===== config.mk =====
export PLATFORM = sky130hd
export DESIGN_NAME = frame_serializer
export DESIGN_NICKNAME = d
export VERILOG_FILES = /design/src/rtl/fs_pkg.sv /design/src/rtl/fs_len_select.sv /design/src/rtl/fs_frame_seq.sv /design/src/rtl/fs_shifter.sv /design/src/rtl/frame_serializer.sv
export SDC_FILE = /design/constraint.sdc
export NUM_CORES = 1
export LEC_CHECK = 0
export ABC_CLOCK_PERIOD_IN_PS = 4400
export BUFFER_PORTS_ARGS = -buffer_cell sky130_fd_sc_hd__clkbuf_2
export CAP_MARGIN = 20
export CORE_MARGIN = 2
export CORE_UTILIZATION = 40
export CTS_CLUSTER_DIAMETER = 100
export DETAILED_ROUTE_END_ITERATION = 10
export GPL_TIMING_DRIVEN = 0
export PLACE_DENSITY = 0.58
export SLEW_MARGIN = 20
export SYNTH_ARGS = -nofsm -noshare
export SYNTH_HDL_FRONTEND = slang
export SYNTH_SLANG_ARGS = --single-unit

===== constraint.sdc =====
create_clock -name clk -period 4.4 [get_ports clk]
set_input_delay 0.88 -clock clk [delete_from_list [all_inputs] [get_ports clk]]
set_output_delay 0.88 -clock clk [all_outputs]
set_load 0.03 [all_outputs]

===== src/rtl/fs_pkg.sv =====
package fs_pkg;

  typedef logic [2:0] len_code_t;
  typedef logic [5:0] bit_cnt_t;

  typedef enum logic {PH_ONE = 1'b0, PH_TWO = 1'b1} phase_e;

  // Word width selected by a length code; reserved codes fall back to 8.
  function automatic bit_cnt_t fs_word_bits(input len_code_t code);
    bit_cnt_t n;
    case (code)
      3'd0:    n = 6'd8;
      3'd1:    n = 6'd12;
      3'd2:    n = 6'd16;
      3'd3:    n = 6'd20;
      3'd4:    n = 6'd24;
      3'd5:    n = 6'd32;
      default: n = 6'd8;
    endcase
    return n;
  endfunction

  function automatic logic fs_code_reserved(input len_code_t code);
    return code[2] & code[1];
  endfunction

endpackage


===== src/rtl/fs_len_select.sv =====
module fs_len_select
  import fs_pkg::*;
(
  input  phase_e    phase_i,
  input  len_code_t code1_i,
  input  len_code_t code2_i,
  output bit_cnt_t  bits_o,
  output logic      reserved_o
);

  len_code_t codes   [2];
  bit_cnt_t  bits_arr[2];
  logic      rsv_arr [2];

  assign codes[0] = code1_i;
  assign codes[1] = code2_i;

  for (genvar p = 0; p < 2; p++) begin : g_phase
    assign bits_arr[p] = fs_word_bits(codes[p]);
    assign rsv_arr[p]  = fs_code_reserved(codes[p]);
  end

  assign bits_o     = (phase_i == PH_TWO) ? bits_arr[1] : bits_arr[0];
  assign reserved_o = (phase_i == PH_TWO) ? rsv_arr[1]  : rsv_arr[0];

endmodule


===== src/rtl/fs_frame_seq.sv =====
module fs_frame_seq
  import fs_pkg::*;
#(
  parameter int CNT_W = 8
) (
  input  logic             clk,
  input  logic             rst_n,
  input  logic             bit_en_i,
  input  logic             fsync_i,
  input  logic             dual_i,
  input  logic [CNT_W-1:0] cnt1_i,
  input  logic [CNT_W-1:0] cnt2_i,
  input  logic             last_bit_i,
  output logic             active_o,
  output logic             start_evt_o,
  output logic             last_evt_o,
  output logic             load_evt_o,
  output phase_e           load_phase_o
);

  logic             active_q;
  logic             dual_q;
  phase_e           phase_q;
  logic [CNT_W-1:0] idx_q;
  logic [CNT_W-1:0] cur_cnt;
  logic             phase_done;
  logic             frame_done;
  logic             next_evt;

  assign start_evt_o = bit_en_i & fsync_i & ~active_q;
  assign last_evt_o  = bit_en_i & active_q & last_bit_i;

  assign cur_cnt    = (phase_q == PH_TWO) ? cnt2_i : cnt1_i;
  assign phase_done = (idx_q == cur_cnt);
  assign frame_done = phase_done & ((phase_q == PH_TWO) | ~dual_q);
  assign next_evt   = last_evt_o & ~frame_done;

  assign load_evt_o   = start_evt_o | next_evt;
  assign load_phase_o = start_evt_o ? PH_ONE : (phase_done ? PH_TWO : phase_q);
  assign active_o     = active_q;

  always_ff @(posedge clk or negedge rst_n) begin
    if (!rst_n) begin
      active_q <= 1'b0;
      dual_q   <= 1'b0;
      phase_q  <= PH_ONE;
      idx_q    <= '0;
    end else if (start_evt_o) begin
      active_q <= 1'b1;
      dual_q   <= dual_i;
      phase_q  <= PH_ONE;
      idx_q    <= '0;
    end else if (next_evt) begin
      phase_q  <= load_phase_o;
      idx_q    <= phase_done ? '0 : idx_q + 1'b1;
    end else if (last_evt_o) begin
      active_q <= 1'b0;
    end
  end

endmodule


===== src/rtl/fs_shifter.sv =====
module fs_shifter #(
  parameter int DATA_W = 32,
  parameter int BITS_W = 6
) (
  input  logic              clk,
  input  logic              rst_n,
  input  logic              load_i,
  input  logic              shift_i,
  input  logic [BITS_W-1:0] bits_i,
  input  logic [DATA_W-1:0] data_i,
  input  logic              valid_i,
  output logic              sdata_o,
  output logic              last_bit_o,
  output logic              underrun_o
);

  localparam logic [BITS_W-1:0] FULL_W = BITS_W'(DATA_W);

  logic [DATA_W-1:0] shreg_q;
  logic [DATA_W-1:0] prev_q;
  logic [DATA_W-1:0] src;
  logic [BITS_W-1:0] left_q;
  logic [BITS_W-1:0] pad;
  logic              underrun_q;

  assign src = valid_i ? data_i : prev_q;
  assign pad = FULL_W - bits_i;

  always_ff @(posedge clk or negedge rst_n) begin
    if (!rst_n) begin
      shreg_q    <= '0;
      prev_q     <= '0;
      left_q     <= '0;
      underrun_q <= 1'b0;
    end else if (load_i) begin
      shreg_q    <= src << pad;
      left_q     <= bits_i - 1'b1;
      underrun_q <= ~valid_i;
      if (valid_i) prev_q <= data_i;
    end else if (shift_i) begin
      shreg_q <= shreg_q << 1;
      left_q  <= left_q - 1'b1;
    end
  end

  assign sdata_o    = shreg_q[DATA_W-1];
  assign last_bit_o = (left_q == '0);
  assign underrun_o = underrun_q;

endmodule


===== src/rtl/frame_serializer.sv =====
module frame_serializer
  import fs_pkg::*;
#(
  parameter int DATA_W = 32,
  parameter int CNT_W  = 8
) (
  input  logic              clk,
  input  logic              rst_n,
  input  logic              dual_phase_i,
  input  logic [2:0]        len_code1_i,
  input  logic [2:0]        len_code2_i,
  input  logic [CNT_W-1:0]  word_cnt1_i,
  input  logic [CNT_W-1:0]  word_cnt2_i,
  input  logic              fsync_i,
  input  logic              bit_en_i,
  input  logic [DATA_W-1:0] data_i,
  input  logic              data_valid_i,
  output logic              data_ready_o,
  output logic              sdata_o,
  output logic              sdata_oe_o,
  output logic              word_end_o,
  output logic              code_err_o,
  output logic              underrun_o
);

  localparam int BITS_W = $bits(bit_cnt_t);

  // Named internal events, visible to the bound checker.
  logic     active;
  logic     start_evt;
  logic     last_evt;
  logic     load_evt;
  logic     last_bit;
  logic     shift_evt;
  logic     sdata_raw;
  logic     load_rsv;
  phase_e   load_phase;
  bit_cnt_t load_bits;
  logic     word_end_q;
  logic     code_err_q;

  fs_frame_seq #(.CNT_W(CNT_W)) u_seq (
    .clk          (clk),
    .rst_n        (rst_n),
    .bit_en_i     (bit_en_i),
    .fsync_i      (fsync_i),
    .dual_i       (dual_phase_i),
    .cnt1_i       (word_cnt1_i),
    .cnt2_i       (word_cnt2_i),
    .last_bit_i   (last_bit),
    .active_o     (active),
    .start_evt_o  (start_evt),
    .last_evt_o   (last_evt),
    .load_evt_o   (load_evt),
    .load_phase_o (load_phase)
  );

  fs_len_select u_len (
    .phase_i    (load_phase),
    .code1_i    (len_code1_i),
    .code2_i    (len_code2_i),
    .bits_o     (load_bits),
    .reserved_o (load_rsv)
  );

  assign shift_evt = bit_en_i & active & ~last_bit;

  fs_shifter #(.DATA_W(DATA_W), .BITS_W(BITS_W)) u_shift (
    .clk        (clk),
    .rst_n      (rst_n),
    .load_i     (load_evt),
    .shift_i    (shift_evt),
    .bits_i     (load_bits),
    .data_i     (data_i),
    .valid_i    (data_valid_i),
    .sdata_o    (sdata_raw),
    .last_bit_o (last_bit),
    .underrun_o (underrun_o)
  );

  always_ff @(posedge clk or negedge rst_n) begin
    if (!rst_n) begin
      word_end_q <= 1'b0;
      code_err_q <= 1'b0;
    end else begin
      if (bit_en_i) word_end_q <= last_evt;
      if (load_evt) code_err_q <= load_rsv;
    end
  end

  assign data_ready_o = load_evt;
  assign sdata_o      = active & sdata_raw;
  assign sdata_oe_o   = active;
  assign word_end_o   = word_end_q;
  assign code_err_o   = code_err_q;

endmodule


# Word-level counts from Yosys, hierarchy flattened
# Cells that the tools add are included.
[op_classes]
n_addsub = 4
eq_ne = 12
shifts = 1
muxes = 20
bitwise = 17
reduce_logical = 5
[ops]
columns = ["op", "n"]
rows = [
  ["$mux W32", 3],
  ["$pmux W6 S5", 2],
  ["$mux W8", 4],
  ["$shl A32 B6 Y32", 1],
  ["$mux W6", 3],
  ["$eq A3 B2 Y1 const B", 4],
  ["$eq A3 B3 Y1 const B", 4],
  ["$sub A6 B1 Y6 const B", 2],
  ["$and A1 B1 Y1", 10],
  ["$add A8 B1 Y8 const B", 1],
  ["$eq A8 B8 Y1", 1],
  ["$mux W1", 8],
  ["$eq A3 B1 Y1 const B", 2],
  ["$logic_not A6 Y1", 1],
  ["$reduce_bool A2 Y1", 3],
  ["$sub A6 B6 Y6 const A", 1],
  ["$not A1 Y1", 5],
  ["$ne A2 B1 Y1 const B", 1],
  ["$or A1 B1 Y1", 2],
  ["$reduce_and A2 Y1", 1],
]
[word_totals]
regBits = 84
inputBits = 60

# Depth between registers and ports, before layout
# Gate-level depths: netlist (run 1).
[logic_depth]
word_depth = 8
depth_mapped = 17
depth_no_buf = 16

# Hierarchy
# Synthesis (run 1) repeated with hierarchy kept, for this count alone.
[hier_totals]
cells_unflattened = 663
area_unflattened_um2 = 6665.1
[by_module_without_submodules]
columns = ["module", "instances", "cells_each", "area_each_um2", "seq_area_each_um2"]
rows = [
  ["fs_shifter", 1, 556, 5632.9, 1776.7],
  ["fs_frame_seq", 1, 82, 809.5, 275.3],
  ["fs_len_select", 1, 19, 126.4, 0.0],
  ["frame_serializer", 1, 6, 96.3, 50.0],
]

# Least setup slack after synthesis (run 1)
# Ideal clock, no wire load.
[synth_timing]
path_kind = "input to register"
start = "in word_cnt2_i[3]"
end = "reg u_shift.shreg_q[20]"
setup_ps = 77
arrival_time_ps = 4258
path_slack_ps = 65
path_stages = 14
n_path_buf = 2
path_cell_list = "mux2i_1 -> xnor2_1 -> nor4b_2 -> a21oi_2 -> o211ai_4 -> buf_2 -> inv_1 -> ha_1 -> or3_1 -> a211oi_1 -> or3_1 -> clkbuf_1 -> mux2_2 -> a21oi_1"
[synth_via]
elab_chain_len = 8
elab_cells_between_ends = 13
[synth_lines]
columns = ["item", "line_no", "source"]
rows = [
  ["start: declaration", "frame_serializer.sv:13", "input logic [CNT_W-1:0] word_cnt2_i,"],
  ["$mux W8 (*)", "fs_frame_seq.sv:33", "assign cur_cnt = (phase_q == PH_TWO) ? cnt2_i : cnt1_i;"],
  ["$eq A8 B8 Y1 (*)", "fs_frame_seq.sv:34", "assign phase_done = (idx_q == cur_cnt);"],
  ["$mux W1 (2 in series)", "fs_frame_seq.sv:39", "assign load_phase_o = start_evt_o ? PH_ONE : (phase_done ? PH_TWO : phase_q);"],
  ["$mux W6", "fs_len_select.sv:23", "assign bits_o = (phase_i == PH_TWO) ? bits_arr[1] : bits_arr[0];"],
  ["$sub A6 B6 Y6", "fs_shifter.sv:27", "assign pad = FULL_W - bits_i;"],
  ["$shl A32 B6 Y32", "fs_shifter.sv:36", "shreg_q <= src << pad;"],
  ["$mux W32", "fs_shifter.sv:35", "end else if (load_i) begin"],
  ["end signal: assignment", "fs_shifter.sv:36", ""],
  ["end signal: assignment", "fs_shifter.sv:41", "shreg_q <= shreg_q << 1;"],
  ["end: declaration", "fs_shifter.sv:19", "logic [DATA_W-1:0] shreg_q;"],
]
# Every way passes the cells marked *; elsewhere a longest branch is shown, timed or not.
# A chain may end at the register's enable or synchronous reset.

# Worst setup path after layout (run 1)
[layout_timing]
start = "reg u_seq.phase_q"
end = "reg u_shift.shreg_q[18]"
[layout_via]
elab_chain_len = 8
elab_cells_between_ends = 14
[layout_lines]
columns = ["item", "line_no", "source"]
rows = [
  ["start: declaration", "fs_frame_seq.sv:23", "phase_e phase_q;"],
  ["start signal: assignment", "fs_frame_seq.sv:54", "phase_q <= load_phase_o;"],
  ["$mux W8", "fs_frame_seq.sv:33", ""],
  ["$eq A8 B8 Y1", "fs_frame_seq.sv:34", ""],
  ["$mux W1 (2 in series)", "fs_frame_seq.sv:39", ""],
  ["$mux W6", "fs_len_select.sv:23", ""],
  ["$sub A6 B6 Y6", "fs_shifter.sv:27", ""],
  ["$shl A32 B6 Y32", "fs_shifter.sv:36", ""],
  ["$mux W32", "fs_shifter.sv:35", ""],
]
# Several ways; a longest one is shown, not always the timed one.

==> results of run 1 <==
==> per-stage QoR <==
step	TNS, ns	power [W]	instance area [sq um]	util, %	setup slack (ns)
3_3_place_gp	-22.59	0.00243	6230	44.9	-0.966
3_5_place_dp	-22.59	0.00248	6240	45.0	-0.967
6_report	0	0.00334	6670	48.1	0.180
2_1_floorplan	0	0.00211	5690	-	0.0647
5_1_grt	-0.0627	0.00357	6670	48.1	-0.0265
4_1_cts	0	0.00332	6610	47.6	0.0110
==> critical path: cells and delay by family (launching register included) <==
family	cells	cell delay [ns]
adder cells (fa/ha/maj)	1	0.25
AO/OA/AOI/OAI	5	0.98
XOR/XNOR	1	0.16
buffers and inverters	5	0.83
AND/OR/NAND/NOR	5	1.32
multiplexers	1	0.26
flip-flops	1	0.34
==> metal layers <==
metal  GRT usage [%]  wire [um]  vias up
li1                -          -     2489
met1            32.1       7540     2558
met2            37.9       8030      209
met3            4.29       1090       43
met4            11.9        597        0
met5               0          0        -
==> synthesized netlist by cell type (3+ instances only) <==
cell / count
dfrtp_1: 84
nor2_1: 77
nand2_1: 60
a21oi_1: 58
mux2i_1: 57
o21ai_0: 51
clkbuf_1: 31
mux2_2: 28
nand3_1: 17
o22ai_1: 15
xnor2_1: 12
inv_1: 10
nand2b_1: 7
o2bb2ai_1: 7
a221oi_1: 6
a31oi_1: 6
nor3_1: 6
or3_1: 6
buf_6: 5
ha_1: 5
xor2_1: 5
and3_1: 4
nand4_1: 4
o2111ai_1: 4
o211ai_1: 4
or2_2: 4
a211oi_1: 3
a31o_1: 3
buf_1: 3
mux4_2: 3
nor2b_1: 3
o21a_1: 3
==> report_power, final <==
part / internal (W) / switching (W) / total [W]
combinational: 0.000505 / 0.000729 / 0.00123
sequential: 0.00108 / 0.000200 / 0.00128
clock: 0.000501 / 0.000318 / 0.000819
total: 0.00209 / 0.00125 / 0.00334
==> kinds of logic after synthesis <==
family	after synthesis	share of synthesized area, %
buffers and inverters	54	4.34
adder cells (fa/ha/maj)	5	1.10
multiplexers	89	17.0
AO/OA/AOI/OAI	186	21.2
flip-flops	84	37.0
AND/OR/NAND/NOR	205	16.8
XOR/XNOR	17	2.62
==> worst paths after layout <==
path / startpoint / to / slack (ns) / depth (start not counted)
min: u_shift.underrun_o / u_shift.underrun_o / 0.50 / 1
min in group asynchronous: rst_n / u_seq.idx_q[6] / 0.58 / 1
max reg2reg: u_seq.phase_q / u_shift.shreg_q[18] / 0.18 / 18
max: u_seq.phase_q / u_shift.shreg_q[18] / 0.18 / 18
min reg2reg: u_shift.underrun_o / u_shift.underrun_o / 0.50 / 1
max in group asynchronous: rst_n / u_shift.shreg_q[25] / 3.33 / 1
==> registers in the layout, indices dropped and copies added, names as in the netlist <==
register            flops
u_seq.idx_q             8
word_end_o              1
code_err_o              1
u_seq.phase_q           1
u_shift.shreg_q        32
u_shift.prev_q         32
u_shift.underrun_o      1
u_shift.left_q          6
u_seq.dual_q            1
u_seq.active_o          1
==> area by class of cell <==
cell class,instances,area (sq um),area share (%)
Timing Repair Buffer,69,367,5.49
Buffer,41,206,3.09
Tap cell,180,225,3.38
Sequential cell,84,2100,31.5
Clock buffer,13,280,4.20
Multi-Input combinational cell,502,3400,51.0
Inverter,12,45.0,0.675
Clock inverter,3,42.5,0.638
==> timing repair <==
| action | in CTS | in global routing |
|---|---|---|
| setup endpoints to repair | 32 | 24 |
| hold buffers | 0 | 0 |
| buffers inserted | 3 | 2 |
| gates cloned | 0 | 0 |
| gates resized for setup | 5 | 14 |
| pin swaps | 2 | 2 |
==> placed cells by master (no fill, tap or decap), types with 7 or more instances in the layout <==
master | Yosys | final
dfrtp_1 | 84 | 84
nand3_1 | 17 | 17
a21oi_1 | 58 | 58
nor2_1 | 77 | 77
o22ai_1 | 15 | 15
nand2_1 | 60 | 60
mux2_2 | 28 | 28
mux2i_1 | 57 | 56
inv_1 | 10 | 10
clkbuf_2 | 0 | 64
xnor2_1 | 12 | 12
clkbuf_16 | 0 | 9
o2bb2ai_1 | 7 | 7
o21ai_0 | 51 | 51
nand2b_1 | 7 | 7
clkbuf_1 | 31 | 28
==> key figures, run 1 <==
Status
  • Outcome: finished, final reports clean

STA
  • Worst-Margin Slew: 0.807 ns
  • Period utilization: 95.9%
  • Hold slack final: around 0.5 ns
  • Clock Skews: 0.00624 ns
  • Final setup vio count: 0
  • Hold Vio Cnt, Final: 0
  • Slew Limit Fails: 0
  • Max_slew headroom: about 46%
  • Fmax: 0.237 GHz
  • Fin crit period: about 4.2 ns

Placed design
  • Port Buffer Count: between 60 and 70
  • Detailed placement HPWL: approximately 13 mm
  • Placer Congestion: roughly 0.94
  • Inst Count DP: a little under 900

Finish
  • Fin cells: about 900
  • Share of cells above drive strength 1: between 20% and 30%
  • # nets final: just under 800
  • Fill count: approximately 1.4k
  • # diodes: 0
  • P&R area growth vs syn: 17.4%

Synth
  • Seq cells post-synth: 84
  • Number of synthesized flops with an enable pin: 0
  • Count of cell types in the netlist: 69
  • Synth warnings: 0
  • Synth top area share: a little under two fifths
  • Sequential share of the synthesized area: a little under two fifths
  • Synth area leader: dfrtp_1
  • Most common flop cell mapped by yosys: dfrtp_1
  • Mean post-synth cell area: 8.88 sq um
  • Cells after synthesis: between 600 and 700
  • Syn Std Cell Area: 5690 sq um
  • Syn nets: a little over 700
  • Ys async rst share: between 90% and 100%
  • Area contributors post-synth: dfrtp_1, mux2i_1, mux2_2

Route
  • Routed vias: approximately 5.3k
  • Remaining antenna violation count after routing: 0
  • Final WL: 17.3 mm
  • Mean number of vias per cell: 5.86
  • 1st-iter DRT viols: ~450
  • First-pass DRT Iterations: 7
  • WL/cell: approximately 19 um
  • DRC: 0

Die
  • Num rows: between 40 and 50
  • Initial Util: about two fifths
  • Die area: around 15000 sq um
  • IO Pins: 66
  • Core area: 13900 sq um
  • Die Y: ~120 um
  • Chip width: roughly 120 um

CTS
  • CTS tree: built
  • Clk buf depth: 2
  • CTS sink cnt: 84
  • Total CTS buffers: 9
  • Clk_lat worst skew: approximately 0.35 ns
  • Root buf cell: clkbuf_16
  • H-Tree Depth: 3
  • Clock-pin slew on the worst setup and hold paths: roughly 0.060 ns

Power
  • Leak: roughly 2.8 nW
  • Peak VDD IR: 0.000244 V
  • Pwr Density: 500 nW/um^2

GRT
  • Global-route wire length before repair: about 28 mm
  • Largest net degree at the start of global routing: 85
  • Number of global-route vias before repair: ~5.2k
  • Initial antenna violation count: 0
  • Congestion Overflow GR: 0
  • Tot GR Track Use: 24.2%

Job
  • Max-cap violations: 0

Setup path
  • WP data required: between 4 and 5 ns
  • Critical Path Start Type: flip-flop
  • Most used cell, CP: buf_6
  • Slowest CP cell: or4_1
  • Critical Path AT: approximately 4.5 ns
  • Crit Path Class: flip-flop to flip-flop
  • Largest fanout on the critical path: 10
  • Worst path cell trace: buf_6 > buf_6 > mux2i_1 > xnor2_1 > nor4_4 > a21oi_4 > o211ai_4 > buf_6 > inv_1 > ha_2 > or4_1 > o2111ai_1 > nor3_4 > buf_4 > nor3_4 > nand2_1 > a31o_1 > a21oi_1
  • Worst setup EP type: flip-flop
  • Critical Path Max Stage Delay: ~0.53 ns

Min path
  • Worst hold path class: flip-flop to flip-flop
(Power assumes the default switching activity.)
==> run 2, diff against run 1 <==
--- a/config.mk
+++ b/config.mk
@@ -9,11 +9,11 @@
 export BUFFER_PORTS_ARGS = -buffer_cell sky130_fd_sc_hd__clkbuf_2
 export CAP_MARGIN = 20
 export CORE_MARGIN = 2
-export CORE_UTILIZATION = 40
+export CORE_UTILIZATION = 59
 export CTS_CLUSTER_DIAMETER = 100
 export DETAILED_ROUTE_END_ITERATION = 10
 export GPL_TIMING_DRIVEN = 0
-export PLACE_DENSITY = 0.58
+export PLACE_DENSITY = 0.8
 export SLEW_MARGIN = 20
 export SYNTH_ARGS = -nofsm -noshare
 export SYNTH_HDL_FRONTEND = slang
==> key figures, run 2 (synthesized netlist as in run 1, its figures left out) <==
Status
  • Outcome: finished, final reports clean

CTS
  • Clk_lat worst skew: 0.38 ns
  • Total CTS buffers: 9
  • CTS sink cnt: 84
  • H-Tree Depth: 3
  • CTS tree: built
  • Clock-pin slew on the worst setup and hold paths: around 0.090 ns
  • Root buf cell: clkbuf_8
  • Clk buf depth: 2
  • Hold buffers post-CTS: 0

GRT
  • Tot GR Track Use: between 30% and 40%
  • Largest net degree at the start of global routing: between 80 and 90
  • Congestion Overflow GR: 0
  • Initial antenna violation count: 0
  • Global-route wire length before repair: between 20 and 30 mm
  • Number of global-route vias before repair: between 5k and 6k

Setup path
  • Slowest CP cell: or4_4
  • Critical Path AT: between 4 and 5 ns
  • Crit path buf inv count: 7
  • Worst path cell trace: buf_6 > buf_6 > mux2i_1 > xnor2_1 > or4_4 > o21ai_2 > o211ai_4 > buf_4 > inv_1 > ha_2 > clkbuf_1 > inv_2 > clkbuf_2 > mux2i_1 > nand2_1 > o221a_1
  • Critical path depth: 16
  • Crit Path Class: flip-flop to flip-flop
  • Critical Path Max Stage Delay: about 0.59 ns
  • Worst setup EP type: flip-flop
  • Critical Path Start Type: flip-flop
  • Critical path's top delay family: buffers and inverters
  • R2r worst-path depth: 16
  • WP data required: between 4 and 5 ns
  • Largest fanout on the critical path: 10

Finish
  • Fin cells: around 850
  • Final design utilization: 70.3%
  • Share of cells above drive strength 1: 21.1%
  • # nets final: roughly 780
  • # diodes: 0
  • Commonest non-fill, non-tap cells in the layout: dfrtp_1, nor2_1, clkbuf_2, nand2_1, a21oi_1
  • Area occupied by multi-input gates: 3400 sq um
  • FF/Latch Area: approximately 2100 sq um
  • P&R area growth vs syn: 14.8%
  • Top Registers: u_shift.prev_q x32, u_shift.shreg_q x32, u_seq.idx_q x8
  • Commonest non-fill, non-tap cell in the layout: dfrtp_1
  • Fill count: about 760

Power
  • Switching part of the total power: about two fifths
  • Total power: roughly 0.0032 W
  • Pint: 0.00198 W
  • Peak VDD IR: 0.000265 V
  • Seq pwr share: about 40%
  • Pwr Density: between 400 and 500 nW/um^2
  • Psw: 0.00125 W
  • Leak: around 2.7 nW
  • Part of the power in the clock network: 21.6%
  • Combinational Power Share: 38.5%

Die
  • Die Y: 102 um
  • IO Pins: 66
  • Chip width: ~100 um
  • Core area: 9280 sq um
  • Die area: roughly 10000 sq um
  • Num rows: 35
  • Initial Util: 61.2%

STA
  • Final setup vio count: 0
  • Hold Vio Cnt, Final: 0
  • Clock Skews: between 0.01 and 0.015 ns
  • Setup TNS: 0 ns
  • Max_slew headroom: 47.6%
  • Period utilization: roughly 100%
  • Slew Limit Fails: 0
  • Setup ws final: between 0.1 and 0.15 ns
  • Worst-Margin Slew: about 0.76 ns
  • Fin crit period: around 4.3 ns
  • Fmax: 0.234 GHz

Route
  • DRC: 0
  • Final WL: around 17 mm
  • First-pass DRT Iterations: 6
  • Routed vias: 5606
  • Mean number of vias per cell: ~6.6
  • Remaining antenna violation count after routing: 0
  • WL/cell: roughly 20 um
  • 1st-iter DRT viols: approximately 600

Placed design
  • Placer Congestion: 0.971
  • Pre-CTS setup slack: -0.964 ns
  • Inst Count DP: ~830
  • Detailed placement HPWL: 12.1 mm
  • Port Buffer Count: between 60 and 70

Job
  • Max-cap violations: 0

Min path
  • Worst hold path class: flip-flop to flip-flop
  • WHS Path Cells: 1
-- run 2: final cells by class --
type	count	share of cell area (%)
repair buffers	68	5.70
flip-flops and latches	84	32.2
clock buffers	10	2.11
multi-input cells	502	52.1
inverters	12	0.690
well taps	129	2.47
plain buffers	40	3.05
clock inverters	6	1.71
-- run 2: worst paths after layout --
| kind | startpoint | end | slack, ns |
|---|---|---|---|
| worst min-delay path | u_shift.underrun_o | u_shift.underrun_o | 0.50 |
| worst max register to register | u_seq.phase_q | u_shift.shreg_q[28] | 0.12 |
| min in group asynchronous | rst_n | u_seq.idx_q[6] | 0.53 |
| max in group asynchronous | rst_n | u_shift.prev_q[27] | 3.38 |
| worst min register to register | u_shift.underrun_o | u_shift.underrun_o | 0.50 |
| worst max-delay path | u_seq.phase_q | u_shift.shreg_q[28] | 0.12 |
-- run 2: layer usage --
metal	routed length (um)	vias to the layer above	track usage [%]
met4	874	0	17.0
met3	1350	87	5.34
met5	0	-	0
met1	6770	2706	45.2
li1	-	2481	-
met2	7760	332	54.1
-- run 2: per-stage QoR --
step           hold WS (ns)  cell area (sq um)
2_1_floorplan         0.463               5690
3_3_place_gp          0.480               6170
3_5_place_dp          0.487               6180
4_1_cts               0.507               6480
5_1_grt               0.516               6530
6_report              0.501               6530
-- run 2: timing repair --
action,in CTS,in global routing
gates resized for setup,4,13
pin swaps,2,1
cloned,0,0
buffers inserted,3,1
setup endpoints to repair,32,30
-- run 2: power by group through the flow --
| stage | Combinational (W) | Sequential (W) | Clock (W) |
|---|---|---|---|
| finish | 0.00124 | 0.00129 | 0.000697 |
| global route | 0.00136 | 0.00132 | 0.000721 |
| CTS | 0.00120 | 0.00128 | 0.000695 |
| detailed placement | 0.00118 | 0.00129 | 0 |
| global placement | 0.00112 | 0.00127 | 0 |
| floorplan | 0.000857 | 0.00125 | 0 |
-- run 2: worst register-to-register path, cell delays in order, from the launching register on --
cell      delay [ns]
dfrtp_1         0.35
buf_6           0.13
buf_6           0.17
mux2i_1         0.26
xnor2_1         0.15
or4_4           0.59
o21ai_2         0.22
o211ai_4        0.12
buf_4           0.21
inv_1           0.18
ha_2            0.30
clkbuf_1        0.21
inv_2           0.25
clkbuf_2        0.34
mux2i_1         0.45
nand2_1         0.09
o221a_1         0.13
